### src/rtl/warp_coalescer.sv
module warp_coalescer #(
  parameter int LANES     = 32,
  parameter int AW        = 32,
  parameter int SEG_WORDS = 32
) (
  input  logic                  clk,
  input  logic                  rst_n,
  input  logic                  in_valid,
  output logic                  in_ready,
  input  logic [LANES-1:0]      in_mask,
  input  logic [LANES*AW-1:0]   in_addr,
  output logic                  out_valid,
  input  logic                  out_ready,
  output logic [AW-1:0]         out_base,
  output logic [$clog2(SEG_WORDS+1)-1:0] out_len,
  output logic                  out_last,
  output logic                  stat_valid,
  output logic [$clog2(LANES+1)-1:0] stat_count
);
  localparam int SEG_LOG = $clog2(SEG_WORDS);
  localparam int SEG_W   = AW - SEG_LOG;
  localparam int LEN_W   = $clog2(SEG_WORDS+1);
  localparam int CNT_W   = $clog2(LANES+1);

  logic                busy;
  logic [LANES-1:0]    pend;
  logic [AW-1:0]       addr_q [LANES];
  logic [CNT_W-1:0]    tx_cnt;

  logic [SEG_W-1:0]    lead_seg;
  logic [LANES-1:0]    hit;
  logic [SEG_LOG-1:0]  lo_ofs, hi_ofs;
  logic [LANES-1:0]    rest;

  always_comb begin
    logic found;
    found    = 1'b0;
    lead_seg = '0;
    for (int i = 0; i < LANES; i++) begin
      if (pend[i] && !found) begin
        found    = 1'b1;
        lead_seg = addr_q[i][AW-1:SEG_LOG];
      end
    end
  end

  always_comb begin
    lo_ofs = '1;
    hi_ofs = '0;
    for (int i = 0; i < LANES; i++) begin
      hit[i] = pend[i] && (addr_q[i][AW-1:SEG_LOG] == lead_seg);
      if (hit[i]) begin
        if (addr_q[i][SEG_LOG-1:0] < lo_ofs) lo_ofs = addr_q[i][SEG_LOG-1:0];
        if (addr_q[i][SEG_LOG-1:0] > hi_ofs) hi_ofs = addr_q[i][SEG_LOG-1:0];
      end
    end
  end

  assign rest      = pend & ~hit;
  assign in_ready  = !busy;
  assign out_valid = busy;
  assign out_base  = {lead_seg, lo_ofs};
  assign out_len   = LEN_W'(hi_ofs) - LEN_W'(lo_ofs) + LEN_W'(1);
  assign out_last  = (rest == '0);

  always_ff @(posedge clk) begin
    if (in_valid && in_ready) begin
      for (int i = 0; i < LANES; i++) addr_q[i] <= in_addr[i*AW +: AW];
    end
  end

  always_ff @(posedge clk) begin
    if (!rst_n) begin
      busy       <= 1'b0;
      pend       <= '0;
      tx_cnt     <= '0;
      stat_valid <= 1'b0;
      stat_count <= '0;
    end else begin
      stat_valid <= 1'b0;
      if (in_valid && in_ready) begin
        pend   <= in_mask;
        busy   <= |in_mask;
        tx_cnt <= '0;
        if (in_mask == '0) begin
          stat_valid <= 1'b1;
          stat_count <= '0;
        end
      end else if (out_valid && out_ready) begin
        pend   <= rest;
        tx_cnt <= tx_cnt + CNT_W'(1);
        if (out_last) begin
          busy       <= 1'b0;
          stat_valid <= 1'b1;
          stat_count <= tx_cnt + CNT_W'(1);
        end
      end
    end
  end

  AST_HOLD_STALL: assert property (@(posedge clk) disable iff (!rst_n)
    out_valid && !out_ready |=> out_valid && $stable(out_base) && $stable(out_len) && $stable(out_last));
  AST_BLOCK_INPUT: assert property (@(posedge clk) disable iff (!rst_n)
    in_valid && in_ready && (in_mask != '0) |=> !in_ready);
  AST_BUSY_HAS_WORK: assert property (@(posedge clk) disable iff (!rst_n)
    busy |-> (pend != '0));
  AST_LEN_BOUNDS: assert property (@(posedge clk) disable iff (!rst_n)
    out_valid |-> (out_len >= LEN_W'(1)) && (out_len <= LEN_W'(SEG_WORDS)));
  AST_ONE_SEGMENT: assert property (@(posedge clk) disable iff (!rst_n)
    out_valid |-> ((out_base + AW'(out_len) - AW'(1)) >> SEG_LOG) == (out_base >> SEG_LOG));
  AST_STAT_AFTER_LAST: assert property (@(posedge clk) disable iff (!rst_n)
    out_valid && out_ready && out_last |=> stat_valid && (stat_count != '0));
  AST_EMPTY_REQ: assert property (@(posedge clk) disable iff (!rst_n)
    in_valid && in_ready && (in_mask == '0) |=> stat_valid && (stat_count == '0) && !out_valid);
endmodule

### config.mk
export PLATFORM = sky130hd
export DESIGN_NAME = warp_coalescer
export DESIGN_NICKNAME = d
export VERILOG_FILES = /design/src/rtl/warp_coalescer.sv
export SDC_FILE = /design/constraint.sdc
export NUM_CORES = 2
export LEC_CHECK = 0
export ABC_CLOCK_PERIOD_IN_PS = 222000
export BUFFER_PORTS_ARGS = -buffer_cell sky130_fd_sc_hd__buf_2
export CAP_MARGIN = 20
export CORE_UTILIZATION = 30
export DETAILED_ROUTE_END_ITERATION = 8
export SYNTH_ARGS = -nofsm -noshare
export SYNTH_HDL_FRONTEND = slang
export SYNTH_SLANG_ARGS = --single-unit
### constraint.sdc
create_clock -name clk -period 222 [get_ports clk]
set_clock_uncertainty 0.2 [all_clocks]
set_input_delay 44.4 -clock clk [delete_from_list [all_inputs] [get_ports clk]]
set_output_delay 44.4 -clock clk [all_outputs]
set_load 0.02 [all_outputs]
# Word-level counts from Yosys, hierarchy flattened

Memories as Yosys holds them, arrays and structs flattened.
Index checks and enable logic that the tools add are counted.

Bits in registers: 46
Latch bits: 0
RAM bits: 1024
Bits in read-only memories: 0
Bits of input ports: 1060
Output and inout port bits: 48
Word-level logic and storage cells: 420
Memories kept: 1

Memory list:

| memory | words | bits a word | rd ports | clocked after memory_dff | write ports | line | RTL |
|---|---|---|---|---|---|---|---|
| addr_q | 32    | 32          | 32       | 0                        | 32          | 27   | `logic [AW-1:0] addr_q [LANES];` |

$add $sub $neg: 3
Multiply operators: 0
Divide/modulo/power cells: 0
$lt $le $gt $ge: 64
Eq/ne operators: 33
Shift-type cells: 0
Mux-type cells: 206
Bitwise logic cells: 3
Reductions and logical operators: 105

Operators with widths:

| operator                                                                 | number |
|---|---|
| 27-bit == test                                                           | 32 |
| 27-bit two-way mux                                                       | 32 |
| 5-bit two-way mux                                                        | 128 |
| 5-bit > comparator                                                       | 31 |
| 5-bit less-than comparator                                               | 31 |
| 1-bit logical AND                                                        | 65 |
| 32-bit zero test                                                         | 2 |
| 32-bit two-way mux                                                       | 2 |
| 1-bit two-way mux                                                        | 40 |
| 32-bit AND                                                               | 1 |
| 1-bit zero test                                                          | 32 |
| 32-bit inverter                                                          | 1 |
| 32-bit OR reduction                                                      | 1 |
| 6-bit two-way mux                                                        | 4 |
| 6-bit by 1-bit adder with 6-bit output (second input constant)           | 2 |
| 5-bit by 5-bit subtractor with 6-bit output                              | 1 |
| 5-bit by 1-bit > comparator with 1-bit output (second input constant)    | 1 |
| 5-bit less-than comparator (second input constant)                       | 1 |
| 2-bit nonzero test                                                       | 2 |
| 3-bit AND reduction                                                      | 1 |
| 2-bit by 1-bit inequality test with 1-bit output (second input constant) | 1 |
| 2-bit AND reduction                                                      | 1 |
| 2-bit OR reduction                                                       | 1 |
| 1-bit inverter                                                           | 1 |

# Longest topological paths before layout

Depth in word-level cells: 192
Mapped depth: 331
Depth with buffers taken out: 319

# Least setup slack after synthesis

OpenSTA, ideal clock, no wires.

Path kind: reg2out
From: register pend[6]
To: output port out_len[5]
Arrival: 58.518 ns
Required time: 177.400 ns
Slack: 118.882 ns
Cell stages (with the launch flop): 317
Buffers on the path: 10
Cells stage by stage: dfxtp_1 > buf_2 > or4_1 > buf_2 > nor4_4 > nand2_1 > o31ai_1 > and4b_1 > a32o_1 > or4b_1 > a2111o_1 > nor4_2 > and3_1 > clkbuf_1 > clkbuf_1 > nand3_1 > a21o_1 > ha_1 > [281 not listed] > a21o_1 > and2_1 > ha_1 > a21oi_1 > nor2b_1 > o21ai_0 > or4b_1 > clkbuf_1 > a31oi_1 > ha_1 > inv_1 > ha_1 > inv_1 > fa_1 > inv_1 > a21o_1 > a21oi_1 > xor2_1

Cells in the longest elaborated chain, start to end: 175
Elaborated cells on any way between the ends: 356
Classes of those cells: add/sub (2); order compare (62); eq/ne (32); mux (177); reduce/logical (83)

Ends and longest elaborated chain:

| item                                          | line | RTL |
|---|---|---|
| start, declared                               | 26   | `logic [LANES-1:0] pend;` |
| start signal, assigned                        | 82   | `pend <= in_mask;` |
| start signal, assigned                        | 90   | `pend <= rest;` |
| 1-bit logical AND                             | 40   | `if (pend[i] && !found) begin` |
| 1-bit two-way mux                             | 40   |  |
| 1-bit zero test                               | 40   |  |
| 1-bit logical AND                             | 40   |  |
| 1-bit two-way mux                             | 40   |  |
| 1-bit zero test                               | 40   |  |
| 1-bit logical AND                             | 40   |  |
| 1-bit two-way mux                             | 40   |  |
| [160 not listed]                              | -    |  |
| 5-bit two-way mux                             | 53   | `if (addr_q[i][SEG_LOG-1:0] < lo_ofs) lo_ofs = addr_q[i][SEG_LOG-1:0];` |
| 5-bit two-way mux                             | 52   | `if (hit[i]) begin` |
| 5-bit less-than comparator                    | 53   |  |
| 5-bit two-way mux                             | 53   |  |
| 5-bit two-way mux *                           | 52   |  |
| via out_base[1]                               | 14   | `output logic [AW-1:0] out_base,` |
| 5-bit by 5-bit subtractor with 6-bit output * | 63   | `assign out_len = LEN_W'(hi_ofs) - LEN_W'(lo_ofs) + LEN_W'(1);` |
| 6-bit by 1-bit adder with 6-bit output *      | 63   |  |
| end, declared                                 | 15   | `output logic [$clog2(SEG_WORDS+1)-1:0] out_len,` |

Mark *: on every way through the listed nets, which the timed path passes. The rest lies on a longest branch.

# Worst setup path in the final report

From: register pend[16]
To: output port out_len[5]

Cells in the longest elaborated chain, start to end: 145
Elaborated cells on any way between the ends: 316
Classes of those cells: add/sub (2); order compare (62); eq/ne (32); mux (157); reduce/logical (63)

Ends and longest elaborated chain:

| item                                                                    | line |
|---|---|
| 1-bit logical AND                                                       | 40 |
| 1-bit two-way mux                                                       | 40 |
| 1-bit zero test                                                         | 40 |
| 1-bit logical AND                                                       | 40 |
| 1-bit two-way mux                                                       | 40 |
| 1-bit zero test                                                         | 40 |
| 1-bit logical AND                                                       | 40 |
| 1-bit two-way mux                                                       | 40 |
| [129 not listed]                                                        | - |
| 5-bit > comparator / 5-bit less-than comparator (equally long branches) | 54, 53 |
| 5-bit two-way mux, on equally long branches                             | 54, 53 |
| 5-bit two-way mux                                                       | 52 |
| 5-bit > comparator / 5-bit less-than comparator (equally long branches) | 54, 53 |
| 5-bit two-way mux, on equally long branches                             | 54, 53 |
| 5-bit two-way mux                                                       | 52 |
| 5-bit by 5-bit subtractor with 6-bit output *                           | 63 |
| 6-bit by 1-bit adder with 6-bit output *                                | 63 |

Every way passes the cells marked *; elsewhere a longest branch is shown, timed or not.

==> run summary <==
The run finished, with violations left. The final reports fail on slew limit. The worst path buffer plus inverter count is 17. Ranked by total cell area, the synthesized netlist is headed by edfxtp_1, ha_1, xnor2_1. The unique cell type count in the Yosys netlist is approximately 130. The library cell with the largest summed area after synthesis is edfxtp_1.

The share of the clock period used by the worst path after layout came out at 0.531. The met2 track demand over resource is 0.635. The mean post-synth cell area came out at 9.93 µm². The top fanout value on the critical path came out at 32. The clock tree synthesis step divided the H-tree into 3 levels. The global-route track usage on met1 is 0.573. The width of the die came out at between 400 and 500 µm. The maximum count of clock buffers along a single path came out at 3.

Yosys mapped a number of flops with a built-in enable equal to 1024. The most used flip-flop cell after synthesis is edfxtp_1. The largest single stage delay on the critical path is about 800 ps. The clock drives 1070 sinks.

The floorplan step set the die height to 493 µm. The quantity of gates resized following cts is 0. The fraction of post-synthesis cell area in the top cell type by area came out at 0.425. The met3 usage is 0.124.

The final hold slack came out at 286 ps. The number of buffers inserted during clock tree synthesis came out at approximately 110. The total count of max-transition violations in the final report came out at 2. In the final layout, the share of cells above drive strength 1 is 0.222.

The number of remaining DRC errors is 0. The tightest min-delay check is of the reg -> reg type. For this run, the detailed router's first-pass iteration total came to 7.

The final count of hold timing violations came to 0. The number of fill cells in the layout came out at about 24000. IR analysis of the VDD net gives a maximum drop of 6.81 µV. The global routing stage identified its most utilized layer as met2. On the critical path the largest part of the delay comes from compound AO/OA/AOI/OAI gates. The initial standard-cell utilization of the core is 0.303. The detail route stage leaves a number of antenna-violating nets equal to 0. The minimum period implied by the final worst setup slack came out at 117900 ps. The share of power burned in registers came out at 0.345. The average via count per standard cell came out at 6.54. The number of port buffers is ~1100.

The worst setup path is launched from a flop. The aggregate negative setup slack came out at 0 ps. The pin count of the biggest net entering global routing is 181. The proportion of power drawn by the clock network came out at 0.261. The net count reported at finish is 9813.

The sequential area share after synthesis is 0.437. The weighted congestion reported at the end of routability-driven placement is 1.11. The initial antenna violation count is 87. The post-CTS repair timing setup buffer count came out at 0. The internal portion of total power came out at approximately 0.00042 W. The area of the core region is 0.239 mm². The post-synthesis to final-layout area growth is 20.3%.

In the final layout, the multi-input gates occupy 0.0383 mm². The number of nets in the synthesized netlist is between 8000 and 9000. The placed instance area is between 0.08 and 0.09 mm².

The slew at the pin with the worst max-slew slack is 1510 ps. The clock transition time at the flip-flop clock pins of the worst setup and hold paths is 60 ps. The average routed wire per standard cell is 47.3 µm. The number of storage elements in the synthesis netlist is about 1100.

The total detailed-routing wirelength is 555000 µm. The Yosys step of the flow raised 0 warnings. The gate count of the mapped netlist came out at 7295. Summing every instance area after synthesis gives 0.0724 mm². The switching fraction of total power is 0.438. The most common cell type on the critical path is a21o_1.

The final instance area is 0.0871 mm². Static timing analysis puts the maximum clock frequency at 0.00848 GHz. The die footprint came out at 0.243 mm². The clock tree from TritonCTS is yes.

The first global-routing pass estimated 707000 µm of wire. The overall fraction of global-route tracks in use came out at 0.440. The number of global-route vias before repair is ~72000. For this block, the via count after detailed routing is 76900. The footprint of the flip-flops and latches came out at about 0.032 mm². The detailed placement HPWL came out at 452000 µm. The total overflow left after global routing is 0. The worst setup path is captured at an output port.

The power density over the cells is 8.60 mW/mm². Across the run, the number of max-cap violations was 0. The critical path is of the reg -> out type. The data arrival at the endpoint of the critical path is 73300 ps.

The slowest cell on the critical path is o21ai_1. The placement row count came out at 179. The number of violations reported at the end of detailed-routing iteration 0 came out at ~12000. After layout, the design draws a total of 0.000749 W. The required time reported for the critical path endpoint came out at 177400 ps. For this design the static power due to leakage is about 33 nW.

The share of the core filled with cells in the final layout came out at 0.364. The I/O pin total is 1108. Setup repair after global routing left no endpoint under its margin. The final setup violation count is 0. The share of async-settable or async-resettable flops after synthesis is 0. The relative slew slack is -0.00970. The clock latency reported for the late side of the worst-skew pair came out at 850 ps. In this run, post-CTS hold repair placed 0 buffers. Summed over all nets, the switching power comes to 0.000328 W. The combinational group share of total power came out at 0.393. Clock tree synthesis selected as its root buffer the cell clkbuf_16.
[per-stage QoR]
step / cells / worst slack (ps)
floorplan: 7295 / 118880
global placement: 11500 / 105720
detailed placement: 11500 / 105730
CTS: 11700 / 104610
global route: 11700 / 98930
finish: 11800 / 104100
[registers in the layout, indices dropped and copies added (netlist names)]
register / cells
stat_valid: 1
stat_count: 6
out_valid: 1
pend: 32
addr_q: 1024
tx_cnt: 6
[cells in the final DEF, fill, tap and decap left out, types with 57 or more instances in the layout]
cell type  synthesis  routed
xnor2_1          395     395
nor3_1           221     216
nor2_1           411     408
edfxtp_1        1024    1024
a21oi_1          405     398
o21a_1            57      57
nand4_1          177     177
xor2_1           248     248
o21ai_0          307     302
ha_1             289     289
inv_1            300     300
and3_1           118     118
o211ai_1          62      62
o22ai_1          102     100
a211oi_1          87      85
a21o_1           102     102
nand3_1          185     184
buf_2             83    1109
buf_4             19     321
nand2b_1          71      71
clkbuf_16          0     112
a22oi_1          123     122
nor4_1           160     146
nor2b_1          137     137
a221oi_1          69      68
a31oi_1           91      89
and2_1            75      73
nand2_1          524     518
[worst register-to-register path, delay by kind of cell (launching register included)]
kind / cells / cell delay (ps)
xor+xnor: 1 / 140
buf+inv: 5 / 2280
flops: 1 / 460
compound gates: 6 / 2710
simple gates: 12 / 5910
[metal layers]
layer  routed length, µm  vias to the layer above
li1                    -                    30500
met2              228000                     6150
met5                 279                        -
met1              223000                    38700
met3               60200                     1439
met4               43500                       40
[synth_stat cells (46+ instances only)]
| master | count |
|---|---|
| buf_2 | 83 |
| xnor2_1 | 395 |
| inv_1 | 300 |
| xor2_1 | 248 |
| edfxtp_1 | 1024 |
| ha_1 | 289 |
| nor3_1 | 221 |
| clkbuf_1 | 237 |
| mux2i_1 | 54 |
| o21a_1 | 57 |
| a22oi_1 | 123 |
| o21ai_0 | 307 |
| buf_1 | 47 |
| nand2b_1 | 71 |
| o221ai_1 | 47 |
| and2_1 | 75 |
| nand4_1 | 177 |
| nor2_1 | 411 |
| a221oi_1 | 69 |
| a31oi_1 | 91 |
| o211ai_1 | 62 |
| a211oi_1 | 87 |
| nand2_1 | 524 |
| o22ai_1 | 102 |
| nor2b_1 | 137 |
| a2111oi_0 | 57 |
| mux2_2 | 54 |
| dfxtp_1 | 46 |
| and3_1 | 118 |
| or3_1 | 51 |
| nand3_1 | 185 |
| nor4_1 | 160 |
| a21o_1 | 102 |
| a21oi_1 | 405 |
[kinds of logic after synthesis]
group | synth area share
buf+inv | 0.0389
compound gates | 0.201
xor+xnor | 0.0778
fa+ha+maj | 0.0502
simple gates | 0.179
flops | 0.437
mux | 0.0162
[final cells by class]
| type | count | area share |
|---|---|---|
| Clock inverter | 75 | 0.00975 |
| Timing Repair Buffer | 1443 | 0.0933 |
| Antenna cell | 33 | 0.000948 |
| Sequential cell | 1070 | 0.364 |
| Tap cell | 3167 | 0.0455 |
| Multi-Input combinational cell | 5528 | 0.440 |
| Clock buffer | 132 | 0.0332 |
| Inverter | 308 | 0.0134 |
[worst paths after layout]
kind / start / endpoint / slack, ps / cells after the start
setup reg to reg: pend[6]$_SDFFE_PN0P_ / stat_count[5]$_SDFFE_PN0P_ / 210190 / 24
hold reg to reg: tx_cnt[1]$_SDFFE_PP0P_ / tx_cnt[1]$_SDFFE_PP0P_ / 290 / 2
setup / recovery: pend[16]$_SDFFE_PN0P_ / out_len[5] / 104100 / 312
hold / removal: tx_cnt[1]$_SDFFE_PP0P_ / tx_cnt[1]$_SDFFE_PP0P_ / 290 / 2
[power by group through the flow]
stage	clock [W]	sequential, W	combinational [W]
after global placement	0	0.000262	0.000273
after CTS	0.000198	0.000257	0.000274
after global routing	0.000204	0.000258	0.000289
after detailed placement	0	0.000261	0.000273
final	0.000196	0.000259	0.000295
after floorplan	0	0.000262	0.000128
No activity file was read; power rests on OpenSTA's default activity.
